`src/rtl/duel_pkg.sv`:
```
package duel_pkg;
  typedef enum logic [1:0] {
    WIN_NONE  = 2'd0,
    WIN_SIDE0 = 2'd1,
    WIN_SIDE1 = 2'd2,
    WIN_DRAW  = 2'd3
  } win_e;

  typedef enum logic [1:0] {
    PH_IDLE = 2'd0,
    PH_RUN  = 2'd1,
    PH_OVER = 2'd2
  } phase_e;
endpackage

```
`src/rtl/duel_addr_wrap.sv`:
```
module duel_addr_wrap #(
  parameter int CORE_SIZE = 256,
  parameter int AW        = 8
) (
  input  logic [AW-1:0] raw,
  output logic [AW-1:0] wrapped
);
  // raw < 2**AW < 2*CORE_SIZE, so a single conditional subtraction suffices
  generate
    if (CORE_SIZE == (1 << AW)) begin : g_pow2
      assign wrapped = raw;
    end else begin : g_sub
      localparam logic [AW:0] SIZE_X = (AW+1)'(CORE_SIZE);
      logic [AW:0] diff;
      assign diff    = {1'b0, raw} - SIZE_X;
      assign wrapped = ({1'b0, raw} >= SIZE_X) ? diff[AW-1:0] : raw;
    end
  endgenerate
endmodule

```
`src/rtl/duel_pc_fifo.sv`:
```
module duel_pc_fifo #(
  parameter int DEPTH = 8,
  parameter int AW    = 8,
  localparam int PW   = $clog2(DEPTH),
  localparam int CW   = PW + 1
) (
  input  logic          clk,
  input  logic          rst,
  input  logic          wr0_en,
  input  logic [AW-1:0] wr0_data,
  input  logic          wr1_en,
  input  logic [AW-1:0] wr1_data,
  input  logic          rd_en,
  output logic [AW-1:0] head,
  output logic [CW-1:0] count
);
  logic [AW-1:0] mem [DEPTH];
  logic [PW-1:0] wp, rp;
  logic [PW-1:0] wr1_ptr;

  // second entry lands behind the first when both are written
  assign wr1_ptr = wr0_en ? wp + PW'(1) : wp;
  assign head    = mem[rp];

  always_ff @(posedge clk) begin
    if (wr0_en) mem[wp] <= wr0_data;
    if (wr1_en) mem[wr1_ptr] <= wr1_data;
  end

  always_ff @(posedge clk) begin
    if (rst) begin
      wp    <= '0;
      rp    <= '0;
      count <= '0;
    end else begin
      wp    <= wp + PW'(wr0_en) + PW'(wr1_en);
      rp    <= rp + PW'(rd_en);
      count <= count + CW'(wr0_en) + CW'(wr1_en) - CW'(rd_en);
    end
  end
endmodule

```
`src/rtl/duel_turn_ctrl.sv`:
```
module duel_turn_ctrl
  import duel_pkg::*;
#(
  parameter int DEPTH = 8,
  parameter int CNT_W = 16,
  parameter int CW    = 4
) (
  input  logic             clk,
  input  logic             rst,
  input  logic             start,
  input  logic             load_valid,
  input  logic             load_side,
  input  logic             pop_req,
  input  logic             push_valid,
  input  logic             push_kill,
  input  logic             push_v0,
  input  logic             push_v1,
  input  logic [CNT_W-1:0] cycle_limit,
  input  logic [CW-1:0]    cnt0,
  input  logic [CW-1:0]    cnt1,
  output logic [1:0]       rd_en,
  output logic [1:0]       wr0_en,
  output logic [1:0]       wr1_en,
  output logic             sel_load,
  output logic             pop_fire,
  output logic             turn,
  output logic             pop_valid,
  output logic             pop_side,
  output logic             done,
  output logic [1:0]       winner
);
  localparam logic [CW-1:0] FULL = CW'(DEPTH);

  phase_e           phase;
  win_e             win_q;
  logic             pending;
  logic [CNT_W-1:0] cyc;
  logic [CNT_W-1:0] cyc_next;
  logic [CW-1:0]    cnt_turn, cnt_ld;
  logic             load_ok, push_fire, put0, put1, room1, lost, limit_hit;

  assign cnt_turn  = turn ? cnt1 : cnt0;
  assign cnt_ld    = load_side ? cnt1 : cnt0;
  assign sel_load  = (phase == PH_IDLE);
  assign load_ok   = sel_load && load_valid && !start && (cnt_ld < FULL);
  assign pop_fire  = (phase == PH_RUN) && pop_req && !pending;
  assign push_fire = (phase == PH_RUN) && push_valid && pending;
  assign room1     = push_v0 ? ((cnt_turn + CW'(1)) < FULL) : (cnt_turn < FULL);
  assign put0      = push_fire && !push_kill && push_v0;
  assign put1      = push_fire && !push_kill && push_v1 && room1;
  assign lost      = push_fire && (cnt_turn == '0) && !put0 && !put1;
  assign cyc_next  = cyc + CNT_W'(1);
  assign limit_hit = push_fire && turn && (cycle_limit != '0) && (cyc_next >= cycle_limit);

  always_comb begin
    for (int s = 0; s < 2; s++) begin
      rd_en[s]  = pop_fire && (turn == s[0]);
      wr0_en[s] = (load_ok && (load_side == s[0])) || (put0 && (turn == s[0]));
      wr1_en[s] = put1 && (turn == s[0]);
    end
  end

  assign done   = (phase == PH_OVER);
  assign winner = win_q;

  always_ff @(posedge clk) begin
    if (rst) begin
      phase     <= PH_IDLE;
      win_q     <= WIN_NONE;
      pending   <= 1'b0;
      turn      <= 1'b0;
      cyc       <= '0;
      pop_valid <= 1'b0;
      pop_side  <= 1'b0;
    end else begin
      pop_valid <= 1'b0;
      unique case (phase)
        PH_IDLE: begin
          if (start) begin
            if (cnt0 == '0 && cnt1 == '0) begin
              phase <= PH_OVER;
              win_q <= WIN_DRAW;
            end else if (cnt0 == '0) begin
              phase <= PH_OVER;
              win_q <= WIN_SIDE1;
            end else if (cnt1 == '0) begin
              phase <= PH_OVER;
              win_q <= WIN_SIDE0;
            end else begin
              phase <= PH_RUN;
              turn  <= 1'b0;
            end
          end
        end
        PH_RUN: begin
          if (pop_fire) begin
            pending   <= 1'b1;
            pop_valid <= 1'b1;
            pop_side  <= turn;
          end else if (push_fire) begin
            pending <= 1'b0;
            turn    <= ~turn;
            if (turn) cyc <= cyc_next;
            if (lost) begin
              phase <= PH_OVER;
              win_q <= turn ? WIN_SIDE0 : WIN_SIDE1;
            end else if (limit_hit) begin
              phase <= PH_OVER;
              win_q <= WIN_DRAW;
            end
          end
        end
        default: ;
      endcase
    end
  end
endmodule

```
`src/rtl/duel_pc_sched.sv`:
```
module duel_pc_sched #(
  parameter int  CORE_SIZE = 256,
  parameter int  DEPTH     = 8,
  parameter int  CNT_W     = 16,
  localparam int AW        = $clog2(CORE_SIZE)
) (
  input  logic             clk,
  input  logic             rst,
  input  logic             start,
  input  logic             load_valid,
  input  logic             load_side,
  input  logic [AW-1:0]    load_addr,
  input  logic [CNT_W-1:0] cycle_limit,
  input  logic             pop_req,
  output logic             pop_valid,
  output logic             pop_side,
  output logic [AW-1:0]    pop_addr,
  input  logic             push_valid,
  input  logic             push_kill,
  input  logic             push_v0,
  input  logic [AW-1:0]    push_a0,
  input  logic             push_v1,
  input  logic [AW-1:0]    push_a1,
  output logic [1:0]       side_empty,
  output logic             done,
  output logic [1:0]       winner
);
  localparam int CW = $clog2(DEPTH) + 1;

  logic [AW-1:0] raw_addr  [3];
  logic [AW-1:0] wrap_addr [3];
  logic [AW-1:0] head      [2];
  logic [CW-1:0] cnt       [2];
  logic [1:0]    rd_en, wr0_en, wr1_en;
  logic          sel_load, pop_fire, turn;
  logic [AW-1:0] wr0_data;

  assign raw_addr[0] = load_addr;
  assign raw_addr[1] = push_a0;
  assign raw_addr[2] = push_a1;

  generate
    for (genvar g = 0; g < 3; g++) begin : g_wrap
      duel_addr_wrap #(.CORE_SIZE(CORE_SIZE), .AW(AW)) u_wrap (
        .raw     (raw_addr[g]),
        .wrapped (wrap_addr[g])
      );
    end
  endgenerate

  assign wr0_data = sel_load ? wrap_addr[0] : wrap_addr[1];

  generate
    for (genvar s = 0; s < 2; s++) begin : g_side
      duel_pc_fifo #(.DEPTH(DEPTH), .AW(AW)) u_fifo (
        .clk      (clk),
        .rst      (rst),
        .wr0_en   (wr0_en[s]),
        .wr0_data (wr0_data),
        .wr1_en   (wr1_en[s]),
        .wr1_data (wrap_addr[2]),
        .rd_en    (rd_en[s]),
        .head     (head[s]),
        .count    (cnt[s])
      );
      assign side_empty[s] = (cnt[s] == '0);
    end
  endgenerate

  duel_turn_ctrl #(.DEPTH(DEPTH), .CNT_W(CNT_W), .CW(CW)) u_ctrl (
    .clk         (clk),
    .rst         (rst),
    .start       (start),
    .load_valid  (load_valid),
    .load_side   (load_side),
    .pop_req     (pop_req),
    .push_valid  (push_valid),
    .push_kill   (push_kill),
    .push_v0     (push_v0),
    .push_v1     (push_v1),
    .cycle_limit (cycle_limit),
    .cnt0        (cnt[0]),
    .cnt1        (cnt[1]),
    .rd_en       (rd_en),
    .wr0_en      (wr0_en),
    .wr1_en      (wr1_en),
    .sel_load    (sel_load),
    .pop_fire    (pop_fire),
    .turn        (turn),
    .pop_valid   (pop_valid),
    .pop_side    (pop_side),
    .done        (done),
    .winner      (winner)
  );

  always_ff @(posedge clk) begin
    if (rst) pop_addr <= '0;
    else if (pop_fire) pop_addr <= head[turn];
  end
endmodule

```
`config.mk`:
```
export PLATFORM = sky130hd
export DESIGN_NAME = duel_pc_sched
export DESIGN_NICKNAME = d
export VERILOG_FILES = /design/src/rtl/duel_pkg.sv /design/src/rtl/duel_addr_wrap.sv /design/src/rtl/duel_pc_fifo.sv /design/src/rtl/duel_turn_ctrl.sv /design/src/rtl/duel_pc_sched.sv
export SDC_FILE = /design/constraint.sdc
export NUM_CORES = 1
export LEC_CHECK = 0
export BUFFER_PORTS_ARGS = -buffer_cell sky130_fd_sc_hd__buf_2
export CAP_MARGIN = 20
export CORE_ASPECT_RATIO = 0.8
export CORE_MARGIN = 5
export CORE_UTILIZATION = 45
export DETAILED_ROUTE_END_ITERATION = 12
export GPL_ROUTABILITY_DRIVEN = 1
export HOLD_SLACK_MARGIN = 0.08
export PLACE_DENSITY_LB_ADDON = 0.3
export REMOVE_ABC_BUFFERS = 1
export SLEW_MARGIN = 20
export SYNTH_ARGS = -nofsm -noshare
export SYNTH_HDL_FRONTEND = slang
export SYNTH_SLANG_ARGS = --single-unit
```
`constraint.sdc`:
```
create_clock -name clk -period 3.14 [get_ports clk]
set_clock_uncertainty 0.05 [all_clocks]
set_input_delay 0.314 -clock clk [delete_from_list [all_inputs] [get_ports clk]]
set_output_delay 0.314 -clock clk [all_outputs]
set_load 0.005 [all_outputs]
```
Word-level counts from Yosys, hierarchy flattened
Memory sizes are Yosys's and may differ from the RTL's. A register that Yosys moved wholly into a read port is not among the register bits.
Cells that the tools add are included.
Word-level totals
  register bits after elaboration: 52
  bits in latches: 0
  bits in writable memories: 128
  ROM bits: 0
  memories kept: 2
Cells by class
  $add $sub $neg: 16
  multiply operators: 0
  divide/modulo/power cells: 0
  magnitude comparators: 5
  eq/ne operators: 10
  shifts and indexed selects: 0
  muxes and demuxes: 48
  bitwise logic cells: 5
  reductions and logical operators: 47
Memory list
  g_side[0].u_fifo.mem: depth 8, width 8, read ports 1, clocked after Yosys merged registers in 1, write ports 2, line duel_pc_fifo.sv:17  | logic [AW-1:0] mem [DEPTH];
  g_side[1].u_fifo.mem: depth 8, width 8, read ports 1, clocked after Yosys merged registers in 1, write ports 2, line duel_pc_fifo.sv:17
Operators by type and width (number)
  $mux W2: 17
  $mux W8: 4
  $logic_and A1 B1 Y1: 26
  $add A3 B1 Y3: 6
  $mux W1: 18
  $add A16 B1 Y16 const B: 1
  $add A4 B1 Y4: 4
  $ge A16 B16 Y1: 1
  $reduce_bool A16 Y1: 1
  $logic_not A4 Y1: 3
  $lt A4 B4 Y1 const B: 3
  $mux W3: 4
  $ne A2 B2 Y1 const B: 5
  $mux W4: 2
  $pmux W2 S2: 2
  $sub A4 B1 Y4: 2
  $reduce_and A7 Y1: 1
  $add A3 B1 Y3 const B: 2
  $reduce_and A6 Y1: 1
  $logic_not A1 Y1: 5
  $reduce_and A5 Y1: 1
  $add A4 B1 Y4 const B: 1
  $ne A4 B3 Y1 const B: 1
  $not A1 Y1: 4
  13 further kinds: 16

Logic depth before layout (Yosys ltp)
  depth in word-level cells: 12
  mapped depth: 14

By module
Synthesis repeated with hierarchy kept, for this count alone.
Unflattened totals
  cells, all modules: 813
  area total of the unflattened synthesis: 10689.0 µm²
Modules (own cells, without submodules)
  duel_pc_fifo at g_side[1].u_fifo: times used 1, cells an instance 248, area an instance 4108.9 µm², sequential area each 2122.0 µm²
  duel_pc_fifo at g_side[0].u_fifo: times used 1, cells an instance 250, area an instance 4023.9 µm², sequential area each 2122.0 µm²
  duel_turn_ctrl: times used 1, cells an instance 244, area an instance 1899.3 µm², sequential area each 480.5 µm²
  duel_pc_sched: times used 1, cells an instance 47, area an instance 476.7 µm², sequential area each 160.2 µm²
  duel_addr_wrap: times used 3, cells an instance 8, area an instance 60.1 µm², sequential area each 0.0 µm²

Least setup slack after synthesis
No wires, ideal clock.
  path type: register -> register
  start: register u_ctrl.cyc[0]
  end: register u_ctrl.win_q[0], in the netlist u_ctrl.winner[0]
  library setup time: 0.101 ns
  arrival: 2.813 ns
  required time: 2.989 ns
  setup slack: 0.176 ns
  stages on the path, launching flop included: 14
  path buffers: 0
  cell sequence: dfxtp_1 > ha_1 > nand3_1 > nor3_1 > nand2_1 > nor2_1 > xor2_1 > ha_1 > nand2_1 > nor4_1 > nand3b_1 > a31oi_1 > o21ai_0 > o41ai_1
Between the ends
  word-level cells in the longest chain between the ends: 5
RTL lines
  from (decl): line duel_turn_ctrl.sv:37  | logic [CNT_W-1:0] cyc;
  from (signal assigned): line duel_turn_ctrl.sv:103  | if (turn) cyc <= cyc_next;
  $add A16 B1 Y16: line duel_turn_ctrl.sv:52  | assign cyc_next = cyc + CNT_W'(1);
  named net u_ctrl.cyc_next[12]: line duel_turn_ctrl.sv:38  | logic [CNT_W-1:0] cyc_next;
  $ge A16 B16 Y1: line duel_turn_ctrl.sv:53  | assign limit_hit = push_fire && turn && (cycle_limit != '0) && (cyc_next >= cycle_limit);
  $logic_and A1 B1 Y1: line duel_turn_ctrl.sv:53
  $ne A3 B1 Y1 (no source line)
  $reduce_and A6 Y1 (no source line)
  to (signal assigned): line duel_turn_ctrl.sv:106  | win_q <= turn ? WIN_SIDE0 : WIN_SIDE1;
  to (decl): line duel_turn_ctrl.sv:35  | win_e win_q;
The timed path passes the listed nets, and every way through them passes these cells.
A chain may end at the register's enable or synchronous reset.

Worst setup path in the final report
  start: register u_ctrl.cyc[2]
  end: register u_ctrl.win_q[1], in the netlist u_ctrl.winner[1]
Same word-level chain as after synthesis.

==> results_dict.tcl <==
set metrics [dict create \
    reg2reg_depth 12 \
    r2r-start "u_ctrl.cyc[2]" \
    dp.cells 1175 \
    required_ps 3420 \
    vdd_drop_max_uv 430.3 \
    stdcell_count 1207 \
    die_h_um 144.8 \
    gp_congestion 0.8809 \
    yosys.area_share.simple 0.1002 \
    synth_compound_gate_area_share 0.05241 \
    hold_viol_final 0 \
    timing.fmax_mhz 345.0 \
    worstPathMaxFanout 6 \
    power_mw 5.786 \
    hold_path_startpoint "pop_req" \
    final_cell_mix "edfxtp_1 (128), mux2_1 (87), buf_2 (64)" \
    antenna_cells 0 \
    synth_top_family_by_area "multiplexers" \
    p_leak_nw 4.096 \
    synthAdderAreaFrac 0.05216 \
    grt_max_degree 55 \
    status "finished clean" \
    drcViolationCount 0 \
    syn-cell-area_um2 10220 \
    holdPathStages 3 \
    drt-total-wl_mm 23.95 \
    yosys-mux-area-fraction 0.2472 \
    clock_latency_ps 430 \
    finalCriticalPeriod_ps 2899 \
    relSlewSlack 0.2383 \
    yosys.area_share.xor_xnor 0.03428 \
    postSynthCellCount 823 \
    num_vias 6806 \
    holdPathEnd "u_ctrl.pending" \
    final_common_cell "edfxtp_1" \
    vias_per_cell 5.639 \
    layout_setup_ws_ps 241.1 \
    first_iter_violations 604 \
    rows 49 \
    path_class "flop to flop" \
    cts_tree "done" \
    final_util 0.5154 \
    h-tree-depth 4 \
    die_w_um 178.5 \
    power_density_nw_per_um2 500.3 \
    area_growth_pct 13.19 \
    ys_top_cells_by_area "edfxtp_1 (38%), dfxtp_1 (10%), mux2_1 (9.6%)" \
    synth_edf_count 128 \
    antenna_found_initial 1 \
    initial_utilization 0.4554 \
    layout-drive-gt1-share 0.2730 \
    cts_buffers 17 \
    cp.arrival_ps 3180 \
    layout.nets 977 \
    cts_root_buffer "clkbuf_16" \
    crit_path_start "u_ctrl.cyc[2]" \
    core_um2 22440 \
    synth_top_area_frac 0.3761 \
    grt_pass1_vias 6632 \
    ios 65 \
    crit_path_start_kind "flop" \
    ys.flop_type "edfxtp_1" \
    port_buffers 64 \
    reg2reg_to "u_ctrl.winner[1]" \
    slew_violations 0 \
    yosys.area.top_type "edfxtp_1" \
    routedWlPerCell_um 19.85 \
    cap_violations 0 \
    crit_path_end_kind "flop" \
    yosysUniqueCellTypes 60 \
    dieArea_um2 25840 \
    yosysWarningCount 0 \
    synth-async-reset-ratio 0 \
    tightest_slew_ps 1143 \
    min_path_type "input port to flop" \
    seq_area_frac_synth 0.4780 \
    drtAntennaViolNets 0 \
    ys_ff_latch 180 \
    avgSynthCellArea_um2 12.42 \
    whs_ps 129.5 \
    setup_viol 0 \
    clkTransAtPathRegs_ps 70 \
    r2r_slack_ps 240 \
    clock_path_buffers 2 \
    grt.overflow.total 0 \
    cts_sinks 180 \
    finalCritPeriodShare 0.9232 \
    first_pass_iters 5 \
    grt_use_total 0.1919 \
    place_ws_ps 126.4 \
    post_cts_buffers 0 \
    dp_hpwl_mm 16.33 \
    grt_pass1_wl_mm 37.69 \
]
-- stage by stage --
stage,area (µm²),TNS (ps)
after global placement,10960,0
after floorplan,10000,0
final,11570,0
after detailed placement,10960,0
after CTS,11550,0
after global routing,11570,-2.481
-- how the worst max path moves through the flow --
stage          cells past startpoint  slack (ps)                   endpoint
3_3_place_gp                      12         230           u_ctrl.winner[1]
5_1_grt                           12          -2           u_ctrl.winner[1]
4_1_cts                           14         100           u_ctrl.winner[1]
2_1_floorplan                      9          60  g_side[1].u_fifo.count[1]
6_report                          12         240           u_ctrl.winner[1]
3_5_place_dp                      14         130           u_ctrl.winner[1]
-- state kept, by name (all words and copies together), names as in the netlist --
signal / cells
u_ctrl.winner: 2
g_side.u_fifo.count: 8
g_side.u_fifo.rp: 6
u_ctrl.pop_side: 1
u_ctrl.pending: 1
u_ctrl.phase: 2
u_ctrl.cyc: 16
g_side.u_fifo.mem: 128
pop_addr: 8
g_side.u_fifo.wp: 6
u_ctrl.turn: 1
u_ctrl.pop_valid: 1
-- per-layer routing --
metal	track usage	part of all wire	vias to the layer above
met3	0.03221	0.069	20
met1	0.2953	0.48	3337
met4	0.04320	0.0063	2
li1	-	-	3205
met5	0	0.00054	-
met2	0.2855	0.44	242
-- synth_stat cells (3+ instances only) --
library cell  number
dfxtp_1           52
mux2_4             8
clkbuf_1          42
o21ai_1            3
nand2_1           33
nor2_4             4
o22ai_1            7
a21oi_1           25
mux4_2            32
mux2i_1           12
nor3_1            26
mux2_2            52
nand2_2            3
mux2_1            87
xnor2_1           25
nand3_1           13
nand2b_1           8
ha_1              33
nor2b_1           12
or3_1              6
inv_1             37
buf_2              6
nor2_1            58
fa_1               6
nor4_1             9
nand3b_1           4
o21ai_0           16
nand4_1            7
edfxtp_1         128
and3_1             3
a221oi_1           9
xor2_1            15
o21ai_2            4
-- power by group --
group	switching, mW	total [mW]	internal [mW]
registers	0.0474	2.72	2.67
clock network	0.948	2.15	1.21
logic	0.475	0.911	0.436
total	1.47	5.79	4.32
-- layout make-up --
| cell class | instances | area, µm² |
|---|---|---|
| tap | 306 | 382.9 |
| inverter | 40 | 151.4 |
| timing repair buffer | 98 | 575.6 |
| clock buffer | 19 | 442.9 |
| multi-input combinational | 551 | 4981 |
| clock inverter | 13 | 146.4 |
| sequential | 180 | 4886 |
| fill | 1988 | 10870 |
-- worst max-delay path, stage by stage (launching register included) --
cell	delay [ps]
dfxtp_1	430
nand2_1	90
or4_1	640
nor2_1	180
xor2_1	90
ha_1	300
nand2_1	90
nor4_2	310
nand3b_1	110
a31oi_1	210
buf_4	170
o21ai_0	70
o41ai_1	70
-- kinds of logic (layout without fill, tap and decap cells) --
family,Yosys count,count (layout)
buffers and inverters,92,170
adder cells (fa/ha/maj),39,39
XOR/XNOR,40,40
AND/OR/NAND/NOR,199,199
flip-flops,180,180
AO/OA/AOI/OAI,82,82
multiplexers,191,191
-- timing repair --
item,4_1_cts,5_1_grt
endpoints found under the setup margin,0,5
hold buffers,0,0
gates resized for setup,0,4
Note: power is estimated with default switching activity, not from simulation.
